$ cat config.mk
export PLATFORM = sky130hd
export DESIGN_NAME = clkmode_ctrl
export DESIGN_NICKNAME = d
export VERILOG_FILES = /design/src/rtl/cm_pkg.sv /design/src/rtl/cm_regs.sv /design/src/rtl/cm_settle.sv /design/src/rtl/cm_vco_div.sv /design/src/rtl/cm_ref_dbl.sv /design/src/rtl/clkmode_ctrl.sv
export SDC_FILE = /design/constraint.sdc
export NUM_CORES = 1
export LEC_CHECK = 0
export BUFFER_PORTS_ARGS = -buffer_cell sky130_fd_sc_hd__buf_2
export CORE_MARGIN = 2
export CORE_UTILIZATION = 55
export CTS_BUF_LIST = sky130_fd_sc_hd__clkbuf_16
export DETAILED_ROUTE_END_ITERATION = 8
export PLACE_DENSITY = 0.71
export SLEW_MARGIN = 20
export SYNTH_ARGS = -nofsm -noshare
export SYNTH_HDL_FRONTEND = slang
export SYNTH_HIERARCHICAL = 1
export SYNTH_SLANG_ARGS = --single-unit
export TNS_END_PERCENT = 10
$ cat constraint.sdc
create_clock -name clk -period 7.1 [get_ports clk]
set_input_delay 0.71 -clock clk [delete_from_list [all_inputs] [get_ports clk]]
set_output_delay 0.71 -clock clk [all_outputs]
set_load 0.005 [all_outputs]
$ cat src/rtl/cm_pkg.sv
package cm_pkg;
  localparam int SEL_W      = 2;
  localparam int DIV_STAGES = 2;
  localparam int DATA_W     = 8;
  localparam logic ADDR_MULT = 1'b0;
  localparam logic ADDR_CTRL = 1'b1;

  typedef struct packed {
    logic             bypass;
    logic             halt_vco;
    logic             halt_osc;
    logic [SEL_W-1:0] sel;
  } ctrl_t;

  localparam ctrl_t CTRL_INIT = '{bypass: 1'b1, halt_vco: 1'b0,
                                  halt_osc: 1'b0, sel: '0};
endpackage

$ cat src/rtl/cm_regs.sv
module cm_regs
  import cm_pkg::*;
#(
  parameter logic [DATA_W-1:0] MULT_INIT = 8'd64
) (
  input  logic              clk,
  input  logic              rst,
  input  logic              wr_en,
  input  logic              wr_addr,
  input  logic [DATA_W-1:0] wr_data,
  input  logic              ref_g,
  input  logic              vco_ready,
  output ctrl_t             ctrl_q,
  output logic              byp_eff,
  output logic [DATA_W-1:0] mult_q
);
  localparam int CTRL_W = $bits(ctrl_t);

  logic ctrl_wr;
  assign ctrl_wr = wr_en && (wr_addr == ADDR_CTRL);

  always_ff @(posedge clk) begin
    if (rst) begin
      ctrl_q  <= CTRL_INIT;
      mult_q  <= MULT_INIT;
      byp_eff <= CTRL_INIT.bypass;
    end else begin
      if (wr_en && (wr_addr == ADDR_MULT))
        mult_q <= wr_data;
      if (ctrl_wr)
        ctrl_q <= ctrl_t'(wr_data[CTRL_W-1:0]);
      if (ctrl_wr && wr_data[CTRL_W-1])
        byp_eff <= 1'b1;
      else if (!ctrl_q.bypass && ref_g && vco_ready)
        byp_eff <= 1'b0;
    end
  end
endmodule

$ cat src/rtl/cm_settle.sv
module cm_settle #(
  parameter int SETTLE_TICKS = 328
) (
  input  logic clk,
  input  logic rst,
  input  logic halt_vco,
  input  logic ref_g,
  output logic vco_ready
);
  localparam int CNT_W = $clog2(SETTLE_TICKS + 1);
  localparam logic [CNT_W-1:0] LIMIT = CNT_W'(SETTLE_TICKS);

  logic [CNT_W-1:0] cnt;
  logic [CNT_W-1:0] cnt_nxt;
  assign cnt_nxt = cnt + 1'b1;

  always_ff @(posedge clk) begin
    if (rst || halt_vco) begin
      cnt       <= '0;
      vco_ready <= 1'b0;
    end else if (ref_g && (cnt != LIMIT)) begin
      cnt       <= cnt_nxt;
      vco_ready <= (cnt_nxt == LIMIT);
    end
  end
endmodule

$ cat src/rtl/cm_vco_div.sv
module cm_vco_div #(
  parameter int STAGES = 2,
  parameter int SEL_W  = 2
) (
  input  logic             clk,
  input  logic             rst,
  input  logic             vco_g,
  input  logic             halt_vco,
  input  logic [SEL_W-1:0] req_sel,
  output logic [STAGES:0]  taps,
  output logic             wrap,
  output logic [SEL_W-1:0] act_sel
);
  logic [STAGES-1:0] cnt;

  assign taps[0] = vco_g;
  for (genvar k = 1; k <= STAGES; k++) begin : g_tap
    assign taps[k] = vco_g && (&cnt[k-1:0]);
  end
  assign wrap = taps[STAGES];

  always_ff @(posedge clk) begin
    if (rst) begin
      cnt     <= '0;
      act_sel <= '0;
    end else begin
      if (vco_g)
        cnt <= cnt + 1'b1;
      if (wrap || halt_vco)
        act_sel <= req_sel;
    end
  end
endmodule

$ cat src/rtl/cm_ref_dbl.sv
module cm_ref_dbl #(
  parameter int PER_W = 16
) (
  input  logic clk,
  input  logic rst,
  input  logic ref_g,
  output logic dbl_tick
);
  logic [PER_W-1:0] per_cnt;
  logic [PER_W-1:0] half;
  logic [PER_W-1:0] per_nxt;
  assign per_nxt = per_cnt + 1'b1;

  always_ff @(posedge clk) begin
    if (rst) begin
      per_cnt <= '0;
      half    <= '0;
    end else if (ref_g) begin
      per_cnt <= '0;
      half    <= per_nxt >> 1;
    end else if (per_cnt != '1) begin
      per_cnt <= per_nxt;
    end
  end

  assign dbl_tick = ref_g || ((half != '0) && (per_nxt == half));
endmodule

$ cat src/rtl/clkmode_ctrl.sv
module clkmode_ctrl
  import cm_pkg::*;
#(
  parameter int                SETTLE_TICKS = 328,
  parameter int                PER_W        = 16,
  parameter logic [DATA_W-1:0] MULT_INIT    = 8'd64
) (
  input  logic              clk,
  input  logic              rst,
  input  logic              ref_tick,
  input  logic              vco_tick,
  input  logic              wr_en,
  input  logic              wr_addr,
  input  logic [DATA_W-1:0] wr_data,
  output logic              sys_ce,
  output logic              vco_ready,
  output logic [DATA_W-1:0] pll_mult
);
  ctrl_t                ctrl_q;
  logic                 byp_eff;
  logic                 ref_g;
  logic                 vco_g;
  logic                 dbl_tick;
  logic [DIV_STAGES:0]  taps;
  logic                 vco_wrap;
  logic [SEL_W-1:0]     act_sel;
  logic                 src_pulse;

  assign ref_g = ref_tick && !ctrl_q.halt_osc;
  assign vco_g = vco_tick && !ctrl_q.halt_vco && !ctrl_q.halt_osc;

  cm_regs #(.MULT_INIT(MULT_INIT)) u_regs (
    .clk(clk), .rst(rst), .wr_en(wr_en), .wr_addr(wr_addr),
    .wr_data(wr_data), .ref_g(ref_g), .vco_ready(vco_ready),
    .ctrl_q(ctrl_q), .byp_eff(byp_eff), .mult_q(pll_mult)
  );

  cm_settle #(.SETTLE_TICKS(SETTLE_TICKS)) u_settle (
    .clk(clk), .rst(rst), .halt_vco(ctrl_q.halt_vco),
    .ref_g(ref_g), .vco_ready(vco_ready)
  );

  cm_vco_div #(.STAGES(DIV_STAGES), .SEL_W(SEL_W)) u_div (
    .clk(clk), .rst(rst), .vco_g(vco_g), .halt_vco(ctrl_q.halt_vco),
    .req_sel(ctrl_q.sel), .taps(taps), .wrap(vco_wrap), .act_sel(act_sel)
  );

  cm_ref_dbl #(.PER_W(PER_W)) u_dbl (
    .clk(clk), .rst(rst), .ref_g(ref_g), .dbl_tick(dbl_tick)
  );

  always_comb begin
    src_pulse = dbl_tick;
    for (int k = 0; k <= DIV_STAGES; k++)
      if (act_sel == SEL_W'(k))
        src_pulse = taps[k];
  end

  always_ff @(posedge clk) begin
    if (rst)
      sys_ce <= 1'b0;
    else
      sys_ce <= !ctrl_q.halt_osc && (byp_eff ? ref_g : src_pulse);
  end
endmodule

==> summary.txt <==
CTS Buf Count -> 9
Clk pin slew, worst setup/hold paths -> 0.05 ns
Htree depth -> 3
Clock sinks -> 60
Max-Cap Viols -> 0
Pre-CTS setup slack -> 4.40 ns
Die height -> 78.3 µm
RSZ-0062 raised after global routing -> no
Fraction of registers with async set or reset after synthesis -> 0
WP data arrival -> 2.94 ns
Slack of the critical path -> 4.34 ns
Hold_sp -> u_regs/ctrl_q[4]
Clk buf depth -> 2
GPL Wtd Cong -> 0.917
Critical path endpoint category -> flip-flop
Setup TNS -> 0 ns
DR pass1 iterations -> 5
Grt ovf -> 0
DR vias -> 2,516
Final Critical Period -> 2.76 ns
Post-synth EDFFs -> 0
R2r setup slk -> 4.34 ns
Slew @ Worst Pin -> 0.758 ns
Final Core Density -> 0.635
Register area share after synthesis -> 0.396
R2R Path Start -> u_dbl/per_cnt[0]
Mapped Nets -> 361
All-layer global routing usage -> 0.226
Input/output buffers -> 23
Worst-Skew Late Latency -> 0.32 ns
NetSw -> 196 µW
Sw frac -> 0.233
Largest net degree at the start of global routing -> 39
Flop pwr share -> 0.432
Slew margin rel. -> 0.493
Reg2reg path depth -> 10
Cells after synthesis -> 343
Outcome -> complete, no violations
Req. time, crit path -> 7.28 ns
Hold/Removal Path Class -> flip-flop to flip-flop
Crit path kind -> flip-flop to flip-flop
Clock root buffer -> clkbuf_16
Yosys warns -> 6
# resized after CTS -> 0
DP HPWL -> 4.34 mm
Postcts setup bufs -> 0
Hold path depth -> 2
CP max FO -> 6
Worst vdd rail ir drop -> 0.170 mV
Pleak -> 1.27 nW
Antenna Cells -> 0
DR WL/cell -> 14.9 µm
Antenna violations before repair -> 0
Avg Synthesized Cell Area -> 8.85 µm²
DR DRC count -> 0
Area growth syn-to-layout -> 13.1%
PwrDens -> 245 nW/µm²
Hold endpoint -> u_regs/ctrl_q[4]
Clk pwr share -> 0.491
Number of library cell types mapped by synthesis -> 59
Final #Nets -> 379
Routed wire length -> 6.54 mm
Total Die Area -> 6130 µm²
CTS tree -> done
Final hold vios -> 0
CP startpoint kind -> flip-flop
Skew final -> 0.00546 ns
I/O pins -> 24
Final period util -> 0.389
Core area -> 5410 µm²
Initial Util -> 0.562
# setup viols final -> 0
Fmax -> 0.362 GHz
Share of layout cells above drive strength 1 -> 0.178
First-pass GRT wire length -> 10.9 mm
Die width -> 78.3 µm
Synthesized cell area -> 3040 µm²
Power Internal -> 645 µW
Yosys reg bits -> 60
Final Max Slew Viols -> 0
DR iter-0 viols -> 203
Post-DRT Antenna Nets -> 0
Power share of the combinational group -> 0.077
Vias in the first global route -> 2,405
Hold-fix buffers, CTS -> 0
Vias per inst -> 5.74
Worst r2r dst -> sys_ce
Top FF cell, synth -> dfxtp_1
Row count -> 27
==> power by group through the flow <==
stage	clock [mW]	sequential [mW]	combinational, mW
after floorplan	0	0.367	0.0493
after global placement	0	0.369	0.0633
after detailed placement	0	0.370	0.0645
after CTS	0.420	0.363	0.0649
after global routing	0.432	0.365	0.0732
final	0.413	0.364	0.0649
==> final cells by class <==
| type | count | area [µm²] |
|---|---|---|
| fill | 465 | 1970 |
| timing repair buffer | 24 | 123 |
| clock inverter | 7 | 60.1 |
| clock buffer | 9 | 225 |
| sequential | 60 | 1200 |
| tap | 72 | 90.1 |
| multi-input combinational | 256 | 1700 |
| inverter | 10 | 37.5 |
==> critical path, cell delays in order, from the launching register on <==
cell     delay [ns]
dfxtp_1        0.48
ha_1           0.31
nand4_2        0.21
nor3_2         0.38
xnor2_1        0.10
o21ai_0        0.18
nor3_1         0.07
a41o_1         0.24
mux4_2         0.45
mux2i_1        0.14
nor3_1         0.06
==> routing by layer <==
metal / vias up / wire length [µm] / track usage
met5: - / 0 / 0
met4: 0 / 108 / 0.109
met3: 16 / 292 / 0.0517
met2: 68 / 3020 / 0.361
met1: 1186 / 3120 / 0.288
li1: 1246 / - / -
==> logic make-up after synthesis <==
family,after synthesis,synth area share
flops,60,0.396
mux,9,0.0342
buf+inv,27,0.0462
fa+ha+maj,4,0.0165
simple gates,140,0.252
compound gates,66,0.149
xor+xnor,37,0.107
==> sequential cells by signal (all words and copies together), names as in the netlist <==
| signal | flops |
|---|---|
| u_regs/byp_eff | 1 |
| u_settle/vco_ready | 1 |
| u_div/cnt | 2 |
| sys_ce | 1 |
| u_settle/cnt | 9 |
| u_regs/ctrl_q | 5 |
| u_div/act_sel | 2 |
| u_regs/mult_q | 8 |
| u_dbl/per_cnt | 16 |
| u_dbl/half | 15 |
==> through the flow <==
step,area (µm²),cells,power (mW),hold WS [ns]
finish,3430,438,0.841,0.444
CTS,3430,438,0.848,0.441
global placement,3150,422,0.432,0.429
floorplan,3040,343,0.416,0.417
detailed placement,3150,422,0.434,0.433
global route,3430,438,0.870,0.478
==> Yosys cell counts (3+ instances only) <==
| cell type | number | area share |
|---|---|---|
| xnor2_1 | 22 | 0.063 |
| nor2b_1 | 4 | 0.0082 |
| a21oi_2 | 6 | 0.017 |
| xor2_1 | 15 | 0.043 |
| inv_1 | 10 | 0.012 |
| nor4_1 | 4 | 0.0082 |
| buf_1 | 3 | 0.0037 |
| and3_1 | 4 | 0.0082 |
| nor2_1 | 34 | 0.042 |
| mux2i_1 | 7 | 0.023 |
| nand2_1 | 36 | 0.045 |
| a21oi_1 | 23 | 0.038 |
| ha_1 | 4 | 0.016 |
| a211oi_1 | 14 | 0.035 |
| nor4_2 | 4 | 0.016 |
| nand4_1 | 8 | 0.016 |
| buf_4 | 6 | 0.015 |
| o21ai_0 | 7 | 0.012 |
| nand2b_1 | 6 | 0.012 |
| nor3_1 | 4 | 0.0066 |
| dfxtp_1 | 60 | 0.40 |
| clkbuf_1 | 5 | 0.0062 |
| nand3_1 | 14 | 0.023 |
==> cell usage in the layout (no fill, tap or decap), types with 6 or more instances in the layout <==
master     instances
nand4_1            8
inv_1             12
a21oi_2            6
dfxtp_1           60
mux2i_1            7
o21ai_0            7
a211oi_1          14
nand2_1           36
buf_2             23
xor2_1            15
nand3_1           14
xnor2_1           22
clkbuf_16          9
a21oi_1           23
nor2_1            34
nand2b_1           6
==> worst max path at each step <==
stage / start / to / slack [ns]
after CTS: u_dbl/per_cnt[0] / sys_ce / 4.38
final: u_dbl/per_cnt[0] / sys_ce / 4.34
after global placement: u_dbl/per_cnt[0] / sys_ce / 4.49
after detailed placement: u_dbl/per_cnt[0] / sys_ce / 4.40
after floorplan: u_dbl/per_cnt[0] / sys_ce / 4.68
after global routing: u_dbl/per_cnt[2] / sys_ce / 4.18
Power figures use the tool's default switching activity.
